`config.mk`:
```
export PLATFORM = sky130hd
export DESIGN_NAME = pseudo_cause_aggr
export DESIGN_NICKNAME = d
export VERILOG_FILES = /design/src/rtl/pc_pkg.sv /design/src/rtl/pc_cause_bit.sv /design/src/rtl/pc_mask_reg.sv /design/src/rtl/pc_line_gate.sv /design/src/rtl/pseudo_cause_aggr.sv
export SDC_FILE = /design/constraint.sdc
export NUM_CORES = 1
export LEC_CHECK = 0
export BUFFER_PORTS_ARGS = -buffer_cell sky130_fd_sc_hd__clkbuf_2
export CORE_AREA = 10 10 75 77
export CTS_BUF_LIST = sky130_fd_sc_hd__clkbuf_8 sky130_fd_sc_hd__clkbuf_16
export CTS_CLUSTER_DIAMETER = 100
export CTS_CLUSTER_SIZE = 25
export DETAILED_ROUTE_END_ITERATION = 10
export DIE_AREA = 0 0 85 87
export PLACE_DENSITY_LB_ADDON = 0.08
export SYNTH_ARGS = -nofsm -noshare
export SYNTH_HDL_FRONTEND = slang
export SYNTH_SLANG_ARGS = --single-unit
```
`constraint.sdc`:
```
create_clock -name clk_i -period 1.1 [get_ports clk_i]
set_input_delay 0.165 -clock clk_i [delete_from_list [all_inputs] [get_ports clk_i]]
set_output_delay 0.165 -clock clk_i [all_outputs]
set_load 0.01 [all_outputs]
```
`src/rtl/pc_pkg.sv`:
```
`timescale 1ns/1ps
package pc_pkg;
  localparam int NUM_GRP  = 3;
  localparam int REG_W    = 32;
  // summary bit positions decoded by host software
  localparam int IDX_RX   = 0;
  localparam int IDX_TX   = 1;
  localparam int IDX_MISC = 2;
endpackage

```
`src/rtl/pc_cause_bit.sv`:
```
`timescale 1ns/1ps
module pc_cause_bit (
  input  logic clk_i,
  input  logic rst_ni,
  input  logic set_i,
  input  logic clr_i,
  output logic q_o
);
  logic q_q;

  // set wins over clear so an event coincident with a read survives
  always_ff @(posedge clk_i or negedge rst_ni) begin
    if (!rst_ni) q_q <= 1'b0;
    else         q_q <= (q_q & ~clr_i) | set_i;
  end

  assign q_o = q_q;
endmodule

```
`src/rtl/pc_mask_reg.sv`:
```
`timescale 1ns/1ps
module pc_mask_reg #(
  parameter int DATA_W = 32
) (
  input  logic              clk_i,
  input  logic              rst_ni,
  input  logic              we_i,
  input  logic [DATA_W-1:0] wdata_i,
  output logic [DATA_W-1:0] q_o
);
  logic [DATA_W-1:0] q_q;

  always_ff @(posedge clk_i or negedge rst_ni) begin
    if (!rst_ni)   q_q <= '1;
    else if (we_i) q_q <= wdata_i;
  end

  assign q_o = q_q;
endmodule

```
`src/rtl/pc_line_gate.sv`:
```
`timescale 1ns/1ps
module pc_line_gate #(
  parameter int NUM_GRP = 3
) (
  input  logic [NUM_GRP-1:0] sum_i,
  input  logic [NUM_GRP-1:0] mask_i,
  output logic               irq_o
);
  assign irq_o = |(sum_i & ~mask_i);
endmodule

```
`src/rtl/pseudo_cause_aggr.sv`:
```
`timescale 1ns/1ps
module pseudo_cause_aggr
  import pc_pkg::*;
#(
  parameter int NGRP   = NUM_GRP,
  parameter int DATA_W = REG_W
) (
  input  logic              clk_i,
  input  logic              rst_ni,
  input  logic [NGRP-1:0]   grp_irq_i,
  input  logic              sum_rd_i,
  output logic [DATA_W-1:0] sum_rdata_o,
  input  logic              mask_we_i,
  input  logic [DATA_W-1:0] mask_wdata_i,
  output logic [DATA_W-1:0] mask_rdata_o,
  output logic              irq_o
);
  localparam int PAD_W = DATA_W - NGRP;

  logic [NGRP-1:0]   sum;
  logic [DATA_W-1:0] mask;

  for (genvar g = 0; g < NGRP; g++) begin : g_cause
    pc_cause_bit u_bit (
      .clk_i (clk_i),
      .rst_ni(rst_ni),
      .set_i (grp_irq_i[g]),
      .clr_i (sum_rd_i),
      .q_o   (sum[g])
    );
  end

  pc_mask_reg #(.DATA_W(DATA_W)) u_mask (
    .clk_i  (clk_i),
    .rst_ni (rst_ni),
    .we_i   (mask_we_i),
    .wdata_i(mask_wdata_i),
    .q_o    (mask)
  );

  // only the group positions gate the line
  pc_line_gate #(.NUM_GRP(NGRP)) u_gate (
    .sum_i (sum),
    .mask_i(mask[NGRP-1:0]),
    .irq_o (irq_o)
  );

  assign sum_rdata_o  = {{PAD_W{1'b0}}, sum};
  assign mask_rdata_o = mask;
endmodule

```
# Word-level counts from Yosys, hierarchy flattened

Index checks and enable logic that the tools add are counted.

Bitwise gates (word level): 9
Reduce and logical (&&, ||, !) cells: 1

Operators with widths:

| cell               | number |
|---|---|
| 1-bit bitwise AND  | 3 |
| 3-bit bitwise AND  | 1 |
| 3-bit inverter     | 1 |
| 1-bit OR           | 3 |
| 3-bit OR reduction | 1 |
| 1-bit inverter     | 1 |

Flip-flop bits (word level): 35
Input bits: 39
Output and inout port bits: 65
Word-level logic and storage cells: 14

# Depth between registers and ports, before layout

Gate-level depths: netlist of run 1.

Depth after elaboration: 3
Mapped depth: 3
Gate-level depth less buffers: 2

# Cells and area by module

A second synthesis of run 1 with hierarchy kept.

Cells, all modules: 111
Area, all modules: 1744.2 sq um

Modules (own cells, without submodules):

| module            | instances | cells an instance | area each (sq um) | sequential area each (sq um) |
|---|---|---|---|---|
| pc_mask_reg       | 1         | 68                | 1385.1            | 840.8 |
| pseudo_cause_aggr | 1         | 30                | 221.5             | 0.0 |
| pc_cause_bit      | 3         | 3                 | 36.3              | 25.0 |
| pc_line_gate      | 1         | 4                 | 28.8              | 0.0 |

# Least setup slack after synthesis of run 1

Ideal clock, no wire load.

Path type: reg2out
Start: reg u_mask.q_q[0] (netlist: u_mask.q_o[0])
End: out irq_o
Data arrival time: 0.790 ns
Required time: 0.935 ns
Path slack: 0.145 ns
Cell stages (with the launch flop): 3
Path buffers: 0
Cells stage by stage: dfstp_2 nand2b_1 o221ai_1

Cells in the longest elaborated chain, start to end: 3

RTL lines:

| what                   | RTL line                | text |
|---|---|---|
| start, declared        | pc_mask_reg.sv:11       | `logic [DATA_W-1:0] q_q;` |
| start signal, assigned | pc_mask_reg.sv:15       | `else if (we_i) q_q <= wdata_i;` |
| 3-bit inverter         | pc_line_gate.sv:9       | `assign irq_o = \|(sum_i & ~mask_i);` |
| 3-bit bitwise AND      | pc_line_gate.sv:9       |  |
| 3-bit OR reduction     | pc_line_gate.sv:9       |  |
| end, declared          | pseudo_cause_aggr.sv:16 | `output logic irq_o` |

No other way between the ends.

# Worst setup path after layout of run 1

Same ends and word-level chain as after synthesis.

==> results of run 1 <==
## cells by family (layout without fill, tap and decap cells)
group,count (synthesis),in the layout,synth area share
buf+inv,39,91,0.184
flops,35,35,0.522
mux,32,32,0.270
compound gates,4,4,0.0178
other cells,1,29,0.00214
simple gates,1,1,0.00357
## area by class of cell
cell class | count | area (sq um) | area share
multi-input cells | 66 | 633 | 0.267
flip-flops and latches | 35 | 916 | 0.386
well taps | 52 | 65.1 | 0.0274
repair buffers | 81 | 673 | 0.283
inverters | 3 | 11.3 | 0.00474
clock inverters | 2 | 7.51 | 0.00316
clock buffers | 5 | 68.8 | 0.0290
## critical path, delay by kind of cell (launching register included)
| kind | cells | cell delay, ps |
|---|---|---|
| buffers and inverters | 1 | 130 |
| DFF | 1 | 530 |
| AOI/OAI and AO/OA | 1 | 70 |
| and+or+nand+nor | 1 | 110 |
## state kept, by name (all words and copies together) (netlist names)
signal and flops:
u_mask.q_o 32, g_cause.u_bit.q_o 3
## path summary, 6_finish.rpt
check	to	slack, ps	cells after the start
min in group asynchronous	g_cause[2].u_bit.q_o	380	3
min	g_cause[2].u_bit.q_o	70	2
max	irq_o	-190	3
max reg2reg	u_mask.q_o[28]	270	2
max in group asynchronous	u_mask.q_o[13]	470	3
min reg2reg	g_cause[1].u_bit.q_o	510	1
## power breakdown
group	total [mW]	leakage [nW]	switching (mW)	internal [mW]
Clock	0.819	0.0466	0.403	0.416
Sequential	1.61	0.369	0.103	1.51
Combinational	0.797	0.812	0.301	0.496
## cells in the mapped netlist
cell / count
buf_4: 32
nand2b_1: 1
mux2_4: 30
buf_6: 1
buf_12: 3
inv_1: 3
conb_1: 1
mux2_2: 2
dfrtp_1: 3
a21o_1: 3
dfstp_2: 32
o221ai_1: 1
## placed cells by master (no fill, tap or decap), drive strengths merged
cell type	netlist	final
clkbuf	0	48
inv	3	5
o221ai	1	1
dlygate4sd3	0	1
dfstp	32	32
conb	1	29
buf	36	37
mux2	32	32
dfrtp	3	3
a21o	3	3
nand2b	1	1
## metal layers
layer / vias up / global-route usage / wire length, microns
met1: 502 / 0.0965 / 1380
met4: 0 / 0.0314 / 40
met5: - / 0 / 0
li1: 467 / - / -
met3: 6 / 0.0749 / 571
met2: 65 / 0.166 / 1930
## repair_timing
item                       4_1_cts  5_1_grt
resized for setup                5       61
setup endpoints to repair       33       33
hold buffers                     1        0
hold endpoints to repair         3        0
buffers inserted                 1        2
## stage by stage
stage | hold slack (ps) | TNS, ps | cell area, sq um
6_report | 67.0 | -287 | 2370
5_1_grt | 60.7 | -939 | 2370
4_1_cts | 61.3 | -863 | 2180
3_5_place_dp | 144 | 0 | 2040
3_3_place_gp | 142 | 0 | 2040
2_1_floorplan | -131 | 0 | 1860
==> out/metrics.cfg, run 1 <==
[status]
status=finished with violations
violations=setup timing

[hold_path]
min_path_type=input port to register
min_from=grp_irq_i[2]

[critical_path]
critical_path_class=register to primary output
cp_slowest_cell=dfstp_2
critical_path.max_stage_delay_ps=530
path_cells=nand2b_4 > o221ai_2 > clkbuf_2
startpoint=u_mask.q_o[0]
crit_arrival_ps=1120
end_kind=primary output
r2r-start=u_mask.q_o[28]
path_max_fanout=2
worstSetupStartpointType=register
required_ps=940

[layout]
drive_gt1_frac=0.786
antenna_cells=0
fin_cells=244
fin_util=0.561
nets=231
area_growth_pct=35.5
fill_cells=355

[floorplanning]
io_pins=104
die_x_microns=85
initial_utilization=0.414
core_sq_um=4230
row_count=24
die_y_microns=87
dieArea_sq_um=7400

[logic_synthesis]
ys_types=12
yosysWarnings=0
ys_seq_area_frac=0.522
synthTopCellsByArea=dfstp_2 48%, mux2_4 26%, buf_4 14%
netlist_instances=112
synth.cell_area_sq_um=1750
syn_avg_cell_area_sq_um=15.7
ys_ff_latch=35
yosysTopAreaCellShare=0.480
synth_top_area_cell=dfstp_2

[route]
ant_nets=0
drc_errors=0
wirelength_microns=3920
dr_total_vias=1040
viasPerCell=4.26
wl_per_cell_microns=16.1
drt_iter0_drc=27
drt_first_pass_iters=3

[placed_design]
placedCellCount=233
gp_congestion=0.715
portBuffers=74
pre_cts_slack_ps=72.2
place_hpwl_microns=3030

[timing]
rsz0062_at_grt=true
setup_viol=3
finalWorstSetupSlack_ps=-188
min_period_ps=1290
fin_crit_sh=1.17
fmaxAchievable_ghz=0.776
skew_ps=0
hold_violations=0
maxSlewViolCount=0

[power]
p_per_area_nw_per_um2=1360
peakVddDrop_v=0.000586
finalPower_mw=3.23
p_leak_nw=1.23

[clock_tree]
clk_transition_reported_paths_ps=70
cts.sinks=35
cts_htree_levels=2
cts_buffers=5
clk_latency_ps=270
cts_tree=done
clock-root-buffer=clkbuf_8
clock_path_buffers=2

[run]
drv_cap=0

[global_routing]
grt_max_degree=36
antenna_found_initial=0
grt_use_total=0.101
gr-total-overflow=0
grt_pass1_vias=1238
grt_pass1_wl_microns=5980

Power figures use the tool's default switching activity.
==> run 2, diff against run 1 <==
--- a/config.mk
+++ b/config.mk
@@ -6,12 +6,13 @@
 export NUM_CORES = 1
 export LEC_CHECK = 0
 export BUFFER_PORTS_ARGS = -buffer_cell sky130_fd_sc_hd__clkbuf_2
-export CORE_AREA = 10 10 75 77
+export CORE_AREA = 2 2 67 69
 export CTS_BUF_LIST = sky130_fd_sc_hd__clkbuf_8 sky130_fd_sc_hd__clkbuf_16
 export CTS_CLUSTER_DIAMETER = 100
 export CTS_CLUSTER_SIZE = 25
 export DETAILED_ROUTE_END_ITERATION = 10
-export DIE_AREA = 0 0 85 87
+export DIE_AREA = 0 0 69 71
+export MAX_ROUTING_LAYER = met4
 export PLACE_DENSITY_LB_ADDON = 0.08
 export SYNTH_ARGS = -nofsm -noshare
 export SYNTH_HDL_FRONTEND = slang
==> out/metrics.cfg, run 2 (synthesis gave the netlist of run 1 again) <==
[status]
status=finished with violations  ; unchanged
violations=setup timing  ; unchanged

[power]
p_per_area_nw_per_um2=1370  ; was 1360 nW/um^2
p_leak_nw=1.23  ; about the same
finalPower_mw=3.27  ; was 3.23 mW
peakVddDrop_v=0.000691  ; was 0.000586 V

[layout]
final_cell_mix=42 x clkbuf_2, 32 x dfstp_2, 31 x buf_6  ; was 42 x clkbuf_2, 32 x dfstp_2, 30 x mux2_4
antenna_cells=0  ; unchanged
fill_cells=357  ; was 355
mostFrequentLayoutCell=clkbuf_2  ; unchanged
fin_util=0.567  ; was 0.561
nets=232  ; was 231
area_growth_pct=36.0  ; was 35.5%
largest_reg_flops=32  ; unchanged
drive_gt1_frac=0.794  ; was 0.786

[global_routing]
antenna_found_initial=0  ; unchanged
gr-total-overflow=0  ; unchanged
grt_pass1_vias=1073  ; was 1238
grt_use_total=0.134  ; was 0.101
grt_max_degree=36  ; unchanged
grt_pass1_wl_microns=4950  ; was 5980 microns

[clock_tree]
cts_htree_levels=2  ; unchanged
clk_transition_reported_paths_ps=70  ; about the same
cts_buffers=5  ; unchanged
clock_path_buffers=2  ; unchanged
cts_tree=done  ; unchanged
clock-root-buffer=clkbuf_8  ; unchanged
clk_latency_ps=280  ; was 270 ps
cts.sinks=35  ; unchanged

[timing]
holdWs_ps=59.7  ; was 67.0 ps
maxSlewViolCount=0  ; unchanged
fmaxAchievable_ghz=0.772  ; was 0.776 GHz
finalWorstSetupSlack_ps=-195  ; was -188 ps
hold_violations=0  ; unchanged
fin_crit_sh=1.18  ; was 1.17
rsz0062_at_grt=true  ; unchanged
setup_tns_ps=-328  ; was -287 ps
setup_viol=6  ; was 3
skew_ps=0  ; unchanged
min_period_ps=1300  ; was 1290 ps

[critical_path]
end_kind=primary output  ; unchanged
critical_path_class=register to primary output  ; unchanged
worstSetupStartpointType=register  ; unchanged
required_ps=940  ; about the same
path_max_fanout=2  ; unchanged
r2r-end=u_mask.q_o[12]  ; was u_mask.q_o[28]
crit_arrival_ps=1130  ; was 1120 ps
worst-r2r-cell-count=2  ; unchanged
rrSetupSlack_ps=270  ; about the same
r2r-start=u_mask.q_o[12]  ; was u_mask.q_o[28]

[hold_path]
hold_end=g_cause[1].u_bit.q_o  ; was g_cause[2].u_bit.q_o
min_from=grp_irq_i[1]  ; was grp_irq_i[2]
min_path_type=input port to register  ; unchanged
worstHoldPathCells=2  ; unchanged

[route]
drc_errors=0  ; unchanged
viasPerCell=4.20  ; was 4.26
wirelength_microns=3230  ; was 3920 microns
ant_nets=0  ; unchanged
drt_iter0_drc=18  ; was 27
wl_per_cell_microns=13.1  ; was 16.1 microns
drt_first_pass_iters=3  ; unchanged
dr_total_vias=1033  ; was 1040

[floorplanning]
core_sq_um=4200  ; was 4230 sq um
die_y_microns=71  ; was 87 microns
dieArea_sq_um=4900  ; was 7400 sq um
row_count=24  ; unchanged
die_x_microns=69  ; was 85 microns
initial_utilization=0.417  ; was 0.414
io_pins=104  ; unchanged

[placed_design]
place_hpwl_microns=2310  ; was 3030 microns
portBuffers=74  ; unchanged
gp_congestion=0.762  ; was 0.715

[run]
drv_cap=0  ; unchanged

## run 2: cell count changes in the layout (fill, tap and decap cells not counted), sizes merged
| cell | delta |
|---|---|
| buf | +1 |
| clkinv | +1 |
| inv | -1 |
| clkinvlp | +1 |
## run 2: worst max-delay path by stage
stage | from | to | slack (ps) | cells past startpoint
6_report | u_mask.q_o[0] | irq_o | -200 | 3
2_1_floorplan | u_mask.q_o[0] | irq_o | 150 | 2
3_5_place_dp | u_mask.q_o[0] | irq_o | 80 | 3
5_1_grt | u_mask.q_o[0] | irq_o | -260 | 3
4_1_cts | u_mask.q_o[0] | irq_o | -210 | 3
3_3_place_gp | u_mask.q_o[0] | irq_o | 80 | 3
## run 2: critical path, stage by stage, from the launching register on
cell,delay [ps]
dfstp_2,530
nand2b_4,110
o221ai_2,70
clkbuf_2,130
## run 2: through the flow
step / area (sq um) / instances / setup WS (ps)
2_1_floorplan: 1860 / 140 / 145
3_3_place_gp: 2050 / 234 / 77.8
3_5_place_dp: 2050 / 234 / 79.4
4_1_cts: 2190 / 246 / -205
5_1_grt: 2380 / 246 / -265
6_report: 2380 / 246 / -195
## run 2: cell type report
type	count	area [sq um]	area share
clock buffer	5	68.8	0.0289
tap	52	65.1	0.0273
multi-input combinational	66	633	0.266
timing repair buffer	82	673	0.282
sequential	35	916	0.384
inverter	3	11.3	0.00472
clock inverter	3	16.3	0.00682
## run 2: layer usage
metal,wire length [microns],share of wire,track usage,up-vias
met5,0,0,-,-
met4,69,0.021,0.0850,0
met3,259,0.080,0.0413,8
met2,1690,0.52,0.210,57
met1,1210,0.38,0.148,502
li1,-,-,-,466
## run 2: repair_timing
action,4_1_cts,5_1_grt
hold buffers,1,0
hold endpoints to repair,3,0
gates resized for setup,3,62
cloned,0,0
endpoints found under the setup margin,33,33
setup buffers,3,0
## run 2: power by group
| part | internal [mW] | switching, mW | total, mW |
|---|---|---|---|
| logic | 0.493 | 0.291 | 0.784 |
| clock network | 0.432 | 0.445 | 0.878 |
| registers | 1.51 | 0.102 | 1.61 |
| total | 2.43 | 0.839 | 3.27 |
==> run 3, diff against run 2 <==
--- a/config.mk
+++ b/config.mk
@@ -12,6 +12,7 @@
 export CTS_CLUSTER_SIZE = 25
 export DETAILED_ROUTE_END_ITERATION = 10
 export DIE_AREA = 0 0 69 71
+export HOLD_SLACK_MARGIN = 0.06
 export MAX_ROUTING_LAYER = met4
 export PLACE_DENSITY_LB_ADDON = 0.08
 export SYNTH_ARGS = -nofsm -noshare
==> out/metrics.cfg, run 3 (synthesis gave the netlist of run 1 again) <==
[status]
status=finished with violations  ; unchanged
violations=setup timing  ; unchanged

[route]
ant_nets=0  ; unchanged
wirelength_microns=3280  ; was 3230 microns
wl_per_cell_microns=13.2  ; was 13.1 microns
viasPerCell=4.20  ; about the same
drt_iter0_drc=20  ; was 18
drc_errors=0  ; unchanged
drt_first_pass_iters=4  ; was 3
dr_total_vias=1045  ; was 1033

[global_routing]
use_met2=0.210  ; unchanged
antenna_found_initial=0  ; unchanged
use_met3=0.0413  ; unchanged
gr-total-overflow=0  ; unchanged
grt_pass1_wl_microns=4950  ; unchanged
top_usage_layer=met2  ; unchanged
met1_usage=0.148  ; unchanged
grt_use_total=0.134  ; unchanged
grt_max_degree=36  ; unchanged
grt_pass1_vias=1072  ; was 1073

[clock_tree]
cts.sinks=35  ; unchanged
clk_latency_ps=280  ; about the same
cts_buffers=5  ; unchanged
clock-root-buffer=clkbuf_8  ; unchanged
cts_htree_levels=2  ; unchanged
cts_tree=done  ; unchanged
clock_path_buffers=2  ; unchanged
clk_transition_reported_paths_ps=70  ; about the same

[timing]
fmaxAchievable_ghz=0.770  ; was 0.772 GHz
setup_viol=7  ; was 6
hold_violations=0  ; unchanged
rsz0062_at_grt=true  ; unchanged
fin_crit_sh=1.18  ; about the same
setup_tns_ps=-339  ; was -328 ps
finalWorstSetupSlack_ps=-198  ; was -195 ps
min_period_ps=1300  ; about the same
skew_ps=0  ; unchanged
maxSlewViolCount=0  ; unchanged

[hold_path]
min_from=mask_wdata_i[28]  ; was grp_irq_i[1]
min_path_type=input port to register  ; unchanged
hold_end=u_mask.q_o[28]  ; was g_cause[1].u_bit.q_o
worstHoldPathCells=2  ; unchanged

[critical_path]
critical_path.max_stage_delay_ps=530  ; about the same
crit_arrival_ps=1130  ; about the same
worst-r2r-cell-count=2  ; unchanged
r2r-start=u_mask.q_o[12]  ; unchanged
worstSetupStartpointType=register  ; unchanged
end_kind=primary output  ; unchanged
r2r-end=u_mask.q_o[12]  ; unchanged
cp_slowest_cell=dfstp_2  ; unchanged
critical_path_class=register to primary output  ; unchanged
path_cells=nand2b_4 > o221ai_2 > clkbuf_2  ; unchanged
path_max_fanout=2  ; unchanged
rrSetupSlack_ps=270  ; about the same
required_ps=940  ; about the same

[layout]
multiInputGateArea_sq_um=633  ; unchanged
largest_reg_flops=32  ; unchanged
fill_cells=354  ; was 357
area_growth_pct=37.7  ; was 36.0%
nets=235  ; was 232
mostFrequentLayoutCell=clkbuf_2  ; unchanged
antenna_cells=0  ; unchanged
drive_gt1_frac=0.782  ; was 0.794
final_cell_mix=42 x clkbuf_2, 32 x dfstp_2, 31 x buf_6  ; unchanged
regArea_sq_um=916  ; unchanged

[power]
p_per_area_nw_per_um2=1360  ; was 1370 nW/um^2
p_int_mw=2.44  ; was 2.43 mW
p_sw_frac=0.257  ; was 0.256
switchingPower_uw=843  ; was 839 uW
clkPwrFrac=0.268  ; was 0.269
seq_power_share=0.490  ; was 0.492
peakVddDrop_v=0.000696  ; was 0.000691 V
p_leak_nw=1.24  ; was 1.23 nW
combPwrFrac=0.241  ; was 0.240

[floorplanning]
initial_utilization=0.417  ; unchanged
io_pins=104  ; unchanged
die_x_microns=69  ; unchanged
dieArea_sq_um=4900  ; unchanged
row_count=24  ; unchanged
core_sq_um=4200  ; unchanged
die_y_microns=71  ; unchanged

[placed_design]
pre_cts_slack_ps=79.4  ; unchanged
portBuffers=74  ; unchanged
place_hpwl_microns=2310  ; unchanged
gp_congestion=0.762  ; unchanged

[run]
drv_cap=0  ; unchanged

## run 3: power by group through the flow
| stage | combinational (mW) | sequential, mW | clock, mW |
|---|---|---|---|
| floorplan | 0.398 | 1.65 | 0 |
| global placement | 0.613 | 1.59 | 0 |
| detailed placement | 0.624 | 1.60 | 0 |
| CTS | 0.665 | 1.58 | 0.926 |
| global route | 0.842 | 1.63 | 0.991 |
| finish | 0.792 | 1.61 | 0.880 |
## run 3: repair_timing
item	CTS	global route
endpoints found under the setup margin	33	33
hold buffers	3	1
gates resized for setup	3	62
hold endpoints to repair	21	1
setup buffers	3	0
pin swaps	0	0
## run 3: worst max path at each step
stage	to	slack [ps]	start	cells past startpoint
6_report	irq_o	-200	u_mask.q_o[0]	3
4_1_cts	irq_o	-210	u_mask.q_o[0]	3
5_1_grt	irq_o	-260	u_mask.q_o[0]	3
3_3_place_gp	irq_o	80	u_mask.q_o[0]	3
3_5_place_dp	irq_o	80	u_mask.q_o[0]	3
2_1_floorplan	irq_o	150	u_mask.q_o[0]	2
## run 3: final cells by class
type	instances	area share
Clock buffer	5	0.0285
Timing Repair Buffer	85	0.291
Clock inverter	3	0.00674
Multi-Input combinational cell	66	0.262
Tap cell	52	0.0270
Inverter	3	0.00467
Sequential cell	35	0.379
## run 3: critical path: cells and delay by family (launching register included)
family	cells	cell delay (ps)
flip-flops	1	530
buffers and inverters	1	130
AND/OR/NAND/NOR	1	110
AO/OA/AOI/OAI	1	70
## run 3: per-layer routing
layer | wire length (microns) | vias to the layer above
met5 | 0 | -
met2 | 1730 | 57
met3 | 259 | 8
met4 | 69 | 0
li1 | - | 472
met1 | 1210 | 508
## run 3: per-stage QoR
stage,instance area (sq um),hold WS [ps],utilization,power (mW),cells
2_1_floorplan,1860,-131,-,2.05,140
3_3_place_gp,2050,143,0.488,2.20,234
3_5_place_dp,2050,152,0.488,2.22,234
4_1_cts,2210,63.4,0.526,3.17,248
5_1_grt,2410,90.5,0.574,3.46,249
6_report,2410,105,0.574,3.28,249
